File: src/rtl/lp_pkg.sv
package lp_pkg;
  typedef enum logic [2:0] {
    PM_RUN       = 3'd0,
    PM_SLEEP     = 3'd1,
    PM_STOP      = 3'd2,
    PM_STANDBY   = 3'd3,
    PM_STOP_EXIT = 3'd4
  } pm_state_e;

  // control register bit positions
  localparam int CB_LPREG = 0;
  localparam int CB_PDOWN = 1;
  localparam int CB_CLRW  = 2;
  localparam int CB_CLRS  = 3;
  localparam int CB_MON   = 4;
  localparam int CB_LVL   = 5;
  localparam int CB_BKP   = 8;
  localparam int LVL_W    = 3;

  // status register bit positions
  localparam int SB_WUF   = 0;
  localparam int SB_SBF   = 1;
  localparam int SB_MON   = 2;
  localparam int PIN_LSB  = 8;

  typedef struct packed {
    logic             bkp_wen;
    logic [LVL_W-1:0] mon_lvl;
    logic             mon_en;
    logic             pdown;
    logic             lp_reg;
  } ctrl_t;
endpackage

File: src/rtl/lp_wake_sync.sv
module lp_wake_sync #(
  parameter int NUM_PINS    = 3,
  parameter int SYNC_STAGES = 2
) (
  input  logic                clk,
  input  logic                rst_n,
  input  logic [NUM_PINS-1:0] pins,
  input  logic [NUM_PINS-1:0] pin_en,
  output logic [NUM_PINS-1:0] rise
);
  for (genvar i = 0; i < NUM_PINS; i++) begin : g_pin
    logic [SYNC_STAGES:0] sh;
    always_ff @(posedge clk or negedge rst_n) begin
      if (!rst_n) sh <= '0;
      else        sh <= {sh[SYNC_STAGES-1:0], pins[i]};
    end
    assign rise[i] = pin_en[i] & sh[SYNC_STAGES-1] & ~sh[SYNC_STAGES];
  end
endmodule

File: src/rtl/lp_regs.sv
module lp_regs
  import lp_pkg::*;
#(
  parameter int NUM_PINS = 3,
  localparam int DW = PIN_LSB + NUM_PINS
) (
  input  logic                clk,
  input  logic                rst_n,
  input  logic                bus_sel,
  input  logic                bus_wr,
  input  logic                bus_addr,
  input  logic [DW-1:0]       bus_wdata,
  output logic [DW-1:0]       bus_rdata,
  input  logic                wake_evt,
  input  logic                stby_enter,
  input  logic                stby_exit,
  input  logic                supply_below,
  output ctrl_t               ctrl,
  output logic [NUM_PINS-1:0] pin_en,
  output logic                wuf,
  output logic                sbf
);
  logic wr_ctrl, wr_stat, clr_w, clr_s;

  assign wr_ctrl = bus_sel & bus_wr & ~bus_addr;
  assign wr_stat = bus_sel & bus_wr &  bus_addr;
  assign clr_w   = wr_ctrl & bus_wdata[CB_CLRW];
  assign clr_s   = wr_ctrl & bus_wdata[CB_CLRS];

  always_ff @(posedge clk or negedge rst_n) begin
    if (!rst_n) begin
      ctrl   <= '0;
      pin_en <= '0;
      wuf    <= 1'b0;
      sbf    <= 1'b0;
    end else begin
      if (stby_exit) ctrl <= '0;
      else if (wr_ctrl) begin
        ctrl.lp_reg  <= bus_wdata[CB_LPREG];
        ctrl.pdown   <= bus_wdata[CB_PDOWN];
        ctrl.mon_en  <= bus_wdata[CB_MON];
        ctrl.mon_lvl <= bus_wdata[CB_LVL +: LVL_W];
        ctrl.bkp_wen <= bus_wdata[CB_BKP];
      end
      if (wr_stat) pin_en <= bus_wdata[PIN_LSB +: NUM_PINS];
      if (wake_evt)                 wuf <= 1'b1;
      else if (stby_enter || clr_w) wuf <= 1'b0;
      if (stby_exit)  sbf <= 1'b1;
      else if (clr_s) sbf <= 1'b0;
    end
  end

  always_comb begin
    bus_rdata = '0;
    if (!bus_addr) begin
      bus_rdata[CB_LPREG]           = ctrl.lp_reg;
      bus_rdata[CB_PDOWN]           = ctrl.pdown;
      bus_rdata[CB_MON]             = ctrl.mon_en;
      bus_rdata[CB_LVL +: LVL_W]    = ctrl.mon_lvl;
      bus_rdata[CB_BKP]             = ctrl.bkp_wen;
    end else begin
      bus_rdata[SB_WUF]             = wuf;
      bus_rdata[SB_SBF]             = sbf;
      bus_rdata[SB_MON]             = supply_below & ctrl.mon_en;
      bus_rdata[PIN_LSB +: NUM_PINS] = pin_en;
    end
  end
endmodule

File: src/rtl/lp_seq.sv
module lp_seq
  import lp_pkg::*;
#(
  parameter int STOP_DLY = 8,
  localparam int CW = (STOP_DLY > 1) ? $clog2(STOP_DLY) : 1
) (
  input  logic      clk,
  input  logic      rst_n,
  input  logic      sleep_req,
  input  logic      sleep_on_evt,
  input  logic      deep_sleep,
  input  logic      pdown,
  input  logic      lp_reg,
  input  logic      irq_pend,
  input  logic      evt_pend,
  input  logic      stop_wake,
  input  logic      stby_wake,
  output pm_state_e state,
  output logic      stby_enter,
  output logic      stby_exit,
  output logic      clk_to_rc,
  output logic      core_clk_en,
  output logic      periph_clk_en,
  output logic      osc_en,
  output logic      reg_lowpwr,
  output logic      core_pwr_en,
  output logic      core_en
);
  pm_state_e nxt;
  logic          on_evt_q;
  logic [CW-1:0] cnt;

  always_comb begin
    nxt = state;
    unique case (state)
      PM_RUN: if (sleep_req) begin
        if (!deep_sleep) nxt = PM_SLEEP;
        else if (pdown)  nxt = PM_STANDBY;
        else             nxt = PM_STOP;
      end
      PM_SLEEP:     if (irq_pend || (on_evt_q && evt_pend)) nxt = PM_RUN;
      PM_STOP:      if (stop_wake) nxt = lp_reg ? PM_STOP_EXIT : PM_RUN;
      PM_STOP_EXIT: if (cnt == '0) nxt = PM_RUN;
      PM_STANDBY:   if (stby_wake) nxt = PM_RUN;
      default:      nxt = PM_RUN;
    endcase
  end

  assign stby_enter = (state == PM_RUN) && (nxt == PM_STANDBY);
  assign stby_exit  = (state == PM_STANDBY) && (nxt == PM_RUN);

  always_ff @(posedge clk or negedge rst_n) begin
    if (!rst_n) begin
      state     <= PM_RUN;
      on_evt_q  <= 1'b0;
      cnt       <= '0;
      clk_to_rc <= 1'b0;
    end else begin
      state     <= nxt;
      clk_to_rc <= (state == PM_STOP) && stop_wake;
      if (state == PM_RUN && sleep_req) on_evt_q <= sleep_on_evt;
      if (state == PM_STOP && nxt == PM_STOP_EXIT) cnt <= CW'(STOP_DLY - 1);
      else if (state == PM_STOP_EXIT && cnt != '0) cnt <= cnt - 1'b1;
    end
  end

  always_comb begin
    core_clk_en   = 1'b0;
    periph_clk_en = 1'b0;
    osc_en        = 1'b0;
    reg_lowpwr    = 1'b0;
    core_pwr_en   = 1'b1;
    core_en       = 1'b0;
    unique case (state)
      PM_RUN: begin
        core_clk_en = 1'b1; periph_clk_en = 1'b1; osc_en = 1'b1; core_en = 1'b1;
      end
      PM_SLEEP:     begin periph_clk_en = 1'b1; osc_en = 1'b1; end
      PM_STOP:      reg_lowpwr = lp_reg;
      PM_STOP_EXIT: osc_en = 1'b1;
      PM_STANDBY:   core_pwr_en = 1'b0;
      default: ;
    endcase
  end
endmodule

File: src/rtl/lp_mode_ctrl.sv
module lp_mode_ctrl
  import lp_pkg::*;
#(
  parameter int NUM_PINS    = 3,
  parameter int SYNC_STAGES = 2,
  parameter int STOP_DLY    = 8,
  localparam int DW = PIN_LSB + NUM_PINS
) (
  input  logic                clk,
  input  logic                rst_n,
  input  logic                bus_sel,
  input  logic                bus_wr,
  input  logic                bus_addr,
  input  logic [DW-1:0]       bus_wdata,
  output logic [DW-1:0]       bus_rdata,
  input  logic                sleep_req,
  input  logic                sleep_on_evt,
  input  logic                deep_sleep,
  input  logic                irq_pend,
  input  logic                evt_pend,
  input  logic                ext_wake,
  input  logic [NUM_PINS-1:0] wake_pin,
  input  logic                alarm_evt,
  input  logic                tamper_evt,
  input  logic                tstamp_evt,
  input  logic                periodic_evt,
  input  logic                supply_below,
  input  logic                bkp_wr_req,
  output logic                core_clk_en,
  output logic                periph_clk_en,
  output logic                osc_en,
  output logic                reg_lowpwr,
  output logic                core_pwr_en,
  output logic                core_en,
  output logic                clk_to_rc,
  output logic                mon_en,
  output logic [LVL_W-1:0]    mon_level,
  output logic                bkp_wen,
  output logic                bkp_wr_ok,
  output logic [2:0]          pm_state
);
  ctrl_t               ctrl;
  logic [NUM_PINS-1:0] pin_en, pin_rise;
  logic                wuf, sbf, wake_src, stby_enter, stby_exit;
  pm_state_e           state;

  lp_wake_sync #(.NUM_PINS(NUM_PINS), .SYNC_STAGES(SYNC_STAGES)) u_sync (
    .clk(clk), .rst_n(rst_n), .pins(wake_pin), .pin_en(pin_en), .rise(pin_rise)
  );

  assign wake_src = (|pin_rise) | alarm_evt | tamper_evt | tstamp_evt | periodic_evt;

  lp_regs #(.NUM_PINS(NUM_PINS)) u_regs (
    .clk(clk), .rst_n(rst_n), .bus_sel(bus_sel), .bus_wr(bus_wr),
    .bus_addr(bus_addr), .bus_wdata(bus_wdata), .bus_rdata(bus_rdata),
    .wake_evt(wake_src), .stby_enter(stby_enter), .stby_exit(stby_exit),
    .supply_below(supply_below), .ctrl(ctrl), .pin_en(pin_en),
    .wuf(wuf), .sbf(sbf)
  );

  lp_seq #(.STOP_DLY(STOP_DLY)) u_seq (
    .clk(clk), .rst_n(rst_n), .sleep_req(sleep_req), .sleep_on_evt(sleep_on_evt),
    .deep_sleep(deep_sleep), .pdown(ctrl.pdown), .lp_reg(ctrl.lp_reg),
    .irq_pend(irq_pend), .evt_pend(evt_pend),
    .stop_wake(ext_wake | wake_src), .stby_wake(wake_src),
    .state(state), .stby_enter(stby_enter), .stby_exit(stby_exit),
    .clk_to_rc(clk_to_rc), .core_clk_en(core_clk_en), .periph_clk_en(periph_clk_en),
    .osc_en(osc_en), .reg_lowpwr(reg_lowpwr), .core_pwr_en(core_pwr_en),
    .core_en(core_en)
  );

  assign pm_state  = state;
  assign mon_en    = ctrl.mon_en;
  assign mon_level = ctrl.mon_lvl;
  assign bkp_wen   = ctrl.bkp_wen;
  assign bkp_wr_ok = bkp_wr_req & ctrl.bkp_wen;
endmodule

File: config.mk
export PLATFORM = sky130hd
export DESIGN_NAME = lp_mode_ctrl
export DESIGN_NICKNAME = d
export VERILOG_FILES = /design/src/rtl/lp_pkg.sv /design/src/rtl/lp_wake_sync.sv /design/src/rtl/lp_regs.sv /design/src/rtl/lp_seq.sv /design/src/rtl/lp_mode_ctrl.sv
export SDC_FILE = /design/constraint.sdc
export NUM_CORES = 1
export LEC_CHECK = 0
export ABC_CLOCK_PERIOD_IN_PS = 3250
export BUFFER_PORTS_ARGS = -buffer_cell sky130_fd_sc_hd__buf_2
export CAP_MARGIN = 30
export CORE_UTILIZATION = 30
export CTS_CLUSTER_DIAMETER = 80
export DETAILED_ROUTE_END_ITERATION = 8
export PLACE_DENSITY = 0.52
export RECOVER_POWER = 100
export SYNTH_ARGS = -nofsm -noshare
export SYNTH_HDL_FRONTEND = slang
export SYNTH_HIERARCHICAL = 1
export SYNTH_SLANG_ARGS = --single-unit
File: constraint.sdc
create_clock -name clk -period 3.25 [get_ports clk]
set_input_delay 0.1625 -clock clk [delete_from_list [all_inputs] [get_ports clk]]
set_output_delay 0.1625 -clock clk [all_outputs]
set_load 0.05 [all_outputs]
; Yosys cells after proc, flatten, opt, wreduce, memory -nomap -nowiden
; Index checks and enable logic that the tools add are counted.
[classes]
addsub = 1
n_eq_ne = 6
muxes = 27
bitwise_logic = 22
n_reduce_logical = 20
[ops]
columns = operator, count
row1 = $mux 3, 9
row2 = $pmux 3 s5, 1
row3 = $mux 7, 2
row4 = $and 1x1->1, 13
row5 = $mux 1, 12
row6 = $eq 3x2->1 const B, 3
row7 = $logic_not 3->1, 3
row8 = $reduce_bool 2->1, 4
row9 = $logic_and 1x1->1, 7
row10 = $eq 3x3->1 const B, 2
row11 = $reduce_or 3->1, 2
row12 = $or 1x1->1, 5
row13 = $mux 2, 2
row14 = $mux 4, 1
row15 = $not 1->1, 4
row16 = $eq 3x1->1 const B, 1
row17 = $reduce_bool 3->1, 1
row18 = $sub 3x1->3 const B, 1
row19 = $logic_or 1x1->1, 2
row20 = $reduce_or 2->1, 1
[totals]
reg_bits = 29
inputBits = 31
out_inout_bits = 27
elab_cells = 91

; Depth between registers and ports, before layout
[depth]
ltp_word = 15
mapped_depth = 7
mapped_depth_nobuf = 6

; By module
; The synthesis kept the hierarchy.
[by_module_without_submodules]
columns = mod, n_inst, cells_each, area_per_inst_um2, seq_area_each_um2
row1 = lp_regs, 1, 59, 649.4, 300.3
row2 = lp_seq, 1, 54, 491.7, 200.2
row3 = lp_wake_sync, 1, 12, 251.5, 225.2
row4 = lp_mode_ctrl, 1, 5, 33.8, 0.0

; Least setup slack after synthesis
; Ideal clock, no wire load.
[synth_path]
path_type = register to output
start = reg u_seq.state[2]
end = out core_en
arrival_ns = 2.373
t_required_ns = 3.087
slack_ns = 0.715
stages_incl_launch_ff = 4
n_path_buf = 2
path_cell_list = dfrtp_1 > clkbuf_1 > nor3_1 > buf_4
[synth_via]
elab_chain_cells = 2
[synth_rtl]
columns = item, line
row1 = "start, declared", lp_seq.sv:18  ; output pm_state_e state,
row2 = "start signal, assigned", lp_seq.sv:59  ; state <= nxt;
row3 = $logic_not 3->1, n/a
row4 = $mux 1, n/a
row5 = "end, declared", lp_mode_ctrl.sv:34  ; output logic core_en,
; Every way passes these cells.

; Worst setup path in the final report
[layout_path]
start = reg u_regs.pin_en[2]
end = reg, netlist name u_regs/ctrl[2]
[layout_via]
elab_chain_cells = 13
elab_cells_between_ends = 15
cone_classes = mux (4) / bitwise (7) / reduce/logical (4)
[layout_rtl]
columns = item, line
row1 = "start, declared", lp_regs.sv:19  ; output logic [NUM_PINS-1:0] pin_en,
row2 = "start signal, assigned", lp_regs.sv:45  ; if (wr_stat) pin_en <= bus_wdata[PIN_LSB +: NUM_PINS];
row3 = $and 1x1->1 (*) (2 in a row), lp_wake_sync.sv:17  ; assign rise[i] = pin_en[i] & sh[SYNC_STAGES-1] & ~sh[SYNC_STAGES];
row4 = net pin_rise[2], lp_mode_ctrl.sv:43  ; logic [NUM_PINS-1:0] pin_en, pin_rise;
row5 = $reduce_or 3->1 (*), lp_mode_ctrl.sv:51  ; assign wake_src = (|pin_rise) | alarm_evt | tamper_evt | tstamp_evt | periodic_evt;
row6 = $or 1x1->1 (*) (4 in a row), lp_mode_ctrl.sv:51
row7 = net wake_src, lp_mode_ctrl.sv:44  ; logic wuf, sbf, wake_src, stby_enter, stby_exit;
row8 = $or 1x1->1, lp_mode_ctrl.sv:65  ; .stop_wake(ext_wake | wake_src), .stby_wake(wake_src),
row9 = $mux 3, lp_seq.sv:42  ; PM_STOP: if (stop_wake) nxt = lp_reg ? PM_STOP_EXIT : PM_RUN;
row10 = $pmux 3 s5 (*), lp_seq.sv:35  ; unique case (state)
row11 = $logic_not 3->1 (*), lp_seq.sv:50  ; assign stby_exit = (state == PM_STANDBY) && (nxt == PM_RUN);
row12 = $logic_and 1x1->1 (*), lp_seq.sv:50
row13 = net stby_exit, lp_mode_ctrl.sv:44
row14 = $mux 7 or $reduce_bool 2->1 (tied branches), n/a
; The timed path passes the listed nets; every way through them passes the cells marked *.
; A chain may end at the register's enable or synchronous reset.

==> results.ini <==
[run_status]
status=complete, but fails checks
failed_checks=design-rule violations, max-capacitance violations, max-slew violations

[hold_path]
holdPathStages=2
min_from=bus_wdata[3]
whs_endpoint=u_regs/sbf
hold_path_class=in -> reg

[logic_synthesis]
synth_top_area_cell=dfrtp_1
ys_seq_area_share_pct=50.9
synth_ff_type=dfrtp_1
synthCells=130
synthTopCellsByArea=dfrtp_1 51%, nand2b_1 7.5%, mux2i_1 5.6%, mux2_2 5.5%, and3b_1 3.1%
synthArstFlopShare_pct=100
synth_cell_types=32
synth-edff-count=0
syn_area_per_cell_sq_um=11.0
syn_nets=163
syn-cell-area_sq_um=1430
synth_top_area_share_pct=50.9
synth_seq_cells=29
ys_warn_count=6

[cts]
cts-buffers-inserted=5
cts_tree=yes
cts.reportedPaths.clkPinSlew_ns=0.06
clock-sinks=29
clk_path_buf_depth=2
clock_latency_ns=0.28
h-tree-depth=2
root_buffer=clkbuf_8

[placed_design]
dpl.hpwl_um=2290
dpl.cell_count=230
pre_cts_ws_ns=1.05
port_buffers=56
gp_congestion=0.776

[pwr]
p_leak_uw=0.000836
p_sw_uw=809
pwr_density_cell_nw_per_um2=929
totalPowerFinal_uw=1710
p_sw_share_pct=47.4
seq_power_share_pct=33.0
combPwrFrac_pct=44.7
clock_power_share_pct=22.2
peakVddDrop_uv=363
p_int_uw=898

[layout]
nets=222
layout.cells.non_filler=242
area_delta_synth_final_pct=28.9
drive_gt1_share_pct=22.6
diodes=0
multi_input_area_sq_um=627
final_cell_mix=29 x clkbuf_1, 29 x dfrtp_1, 28 x buf_2
fill_cells=456
register_area_sq_um=726

[worst_setup_path]
cp-start-kind=flip-flop
path_class=reg -> reg
critPathMaxFanout=16
timing.rr.end=u_regs/ctrl[2]
cp.required_ns=3.45
arrival_ns=2.38
cp-end-kind=flip-flop
rr_worst_depth=6
reg2reg_slack_ns=1.07
r2r_start=u_regs/pin_en[2]

[global_routing]
grt_use_total_pct=13.8
grt_max_degree=30
grt_pass1_wl_um=5280
overflow=0
grt_pass1_vias=1182
grt_antenna_before_repair=0

[detailed_routing]
wire_per_inst_um=13.3
drtIter0Drc=73
drc=2
antenna_left=0
via_per_inst=4.84
firstDrtPassIters=8
routed_wl_um=3210
vias=1172

[timing]
finalSetupTns_ns=0
fin_crit_ns=2.18
fmax_ghz=0.459
rsz0062_at_grt=false
fin_worst_skew_ns=0.00566
hold_violations=0
drv_slew=30
min_period_over_period_pct=67.1
worst_slack_ns=1.07
slew_headroom_pct=-4.36
hold_ws_ns=0.0719
finalSetupViolCount=0
tightest_slew_ns=1.57

[floorplanning]
die_x_um=71.0
io_pins=58
die_area_sq_um=5030
rows=24
start_util_pct=31.9
core_sq_um=4470
die_h_um=71.0

[run]
max-cap-violations=1

[how the worst max path moves through the flow]
| stage | startpoint | end | cells after the start | slack (ns) |
|---|---|---|---|---|
| floorplan | u_seq/state[2] | core_en | 3 | 0.71 |
| global placement | u_sync/g_pin[2].sh[1] | u_regs/ctrl[4] | 6 | 1.15 |
| detailed placement | u_regs/pin_en[2] | u_regs/ctrl[2] | 6 | 1.05 |
| CTS | u_regs/pin_en[2] | u_regs/ctrl[2] | 6 | 1.05 |
| global route | u_regs/pin_en[2] | u_regs/ctrl[5] | 6 | 0.94 |
| finish | u_regs/pin_en[2] | u_regs/ctrl[2] | 6 | 1.07 |
[kinds of logic (layout without fill, tap and decap cells)]
kind of cell / count (synthesis) / count (layout) / share of synthesized area (%)
other cells: 1 / 1 / 0.263
flops: 29 / 29 / 50.9
compound gates: 12 / 12 / 5.44
buf+inv: 13 / 73 / 5.18
mux: 15 / 15 / 11.1
fa+ha+maj: 2 / 2 / 1.75
simple gates: 58 / 58 / 25.4
[stage by stage]
| stage | util (%) | cell area (sq um) |
|---|---|---|
| 2_1_floorplan | - | 1430 |
| 3_3_place_gp | 38.4 | 1720 |
| 3_5_place_dp | 38.4 | 1720 |
| 4_1_cts | 41.9 | 1870 |
| 5_1_grt | 41.1 | 1840 |
| 6_report | 41.1 | 1840 |
[per-layer routing]
layer  share of wire, %  track usage (%)
met5                  0                0
met4                1.2             7.56
met3                5.5             4.27
met2                 48             21.7
met1                 46             16.8
[worst max-delay path, stage by stage, from the launching register on]
cell	delay [ns]
dfrtp_1	0.39
and3b_1	0.16
or4_1	0.41
or4_1	0.48
and3_1	0.32
nand2b_1	0.21
mux2i_1	0.14
[power groups by stage]
stage	registers (uW)	logic, uW	clock network (uW)
after global placement	561	779	0
after CTS	564	797	392
final	564	764	379
after floorplan	672	516	0
after global routing	584	811	410
after detailed placement	570	791	0
[state kept, by name, indices dropped and copies added, names as in the netlist]
register and flops:
u_sync/g_pin.sh 9, u_regs/ctrl 7, u_regs/pin_en 3, u_seq/cnt 3, u_seq/state 3, u_regs/sbf 1
u_regs/wuf 1, u_seq/clk_to_rc 1, u_seq/on_evt_q 1
[timing repair]
action / in CTS / in global routing
hold endpoints to repair: 32 / 0
hold buffers: 4 / 0
buffers inserted: 0 / 0
gates resized for setup: 0 / 0
[Yosys cell counts (2+ instances only)]
library cell / number
a21oi_1: 2
a31oi_1: 3
and2_1: 3
and3_1: 2
and3b_1: 5
and4_1: 3
buf_2: 2
buf_4: 2
buf_6: 2
clkbuf_1: 2
dfrtp_1: 29
ha_1: 2
inv_1: 5
mux2_2: 7
mux2i_1: 8
nand2_1: 7
nand2b_1: 17
nand3_1: 2
nand4b_1: 2
nor2_1: 4
nor2b_1: 6
o21ai_0: 3
or4_1: 3
[layout make-up]
type,count,share of cell area (%)
timing repair buffer,60,15.5
tap,52,3.54
sequential,29,39.5
clock inverter,1,1.63
clock buffer,7,4.70
inverter,5,1.02
multi-input combinational,88,34.1
Note: power is estimated with default switching activity, not from simulation.
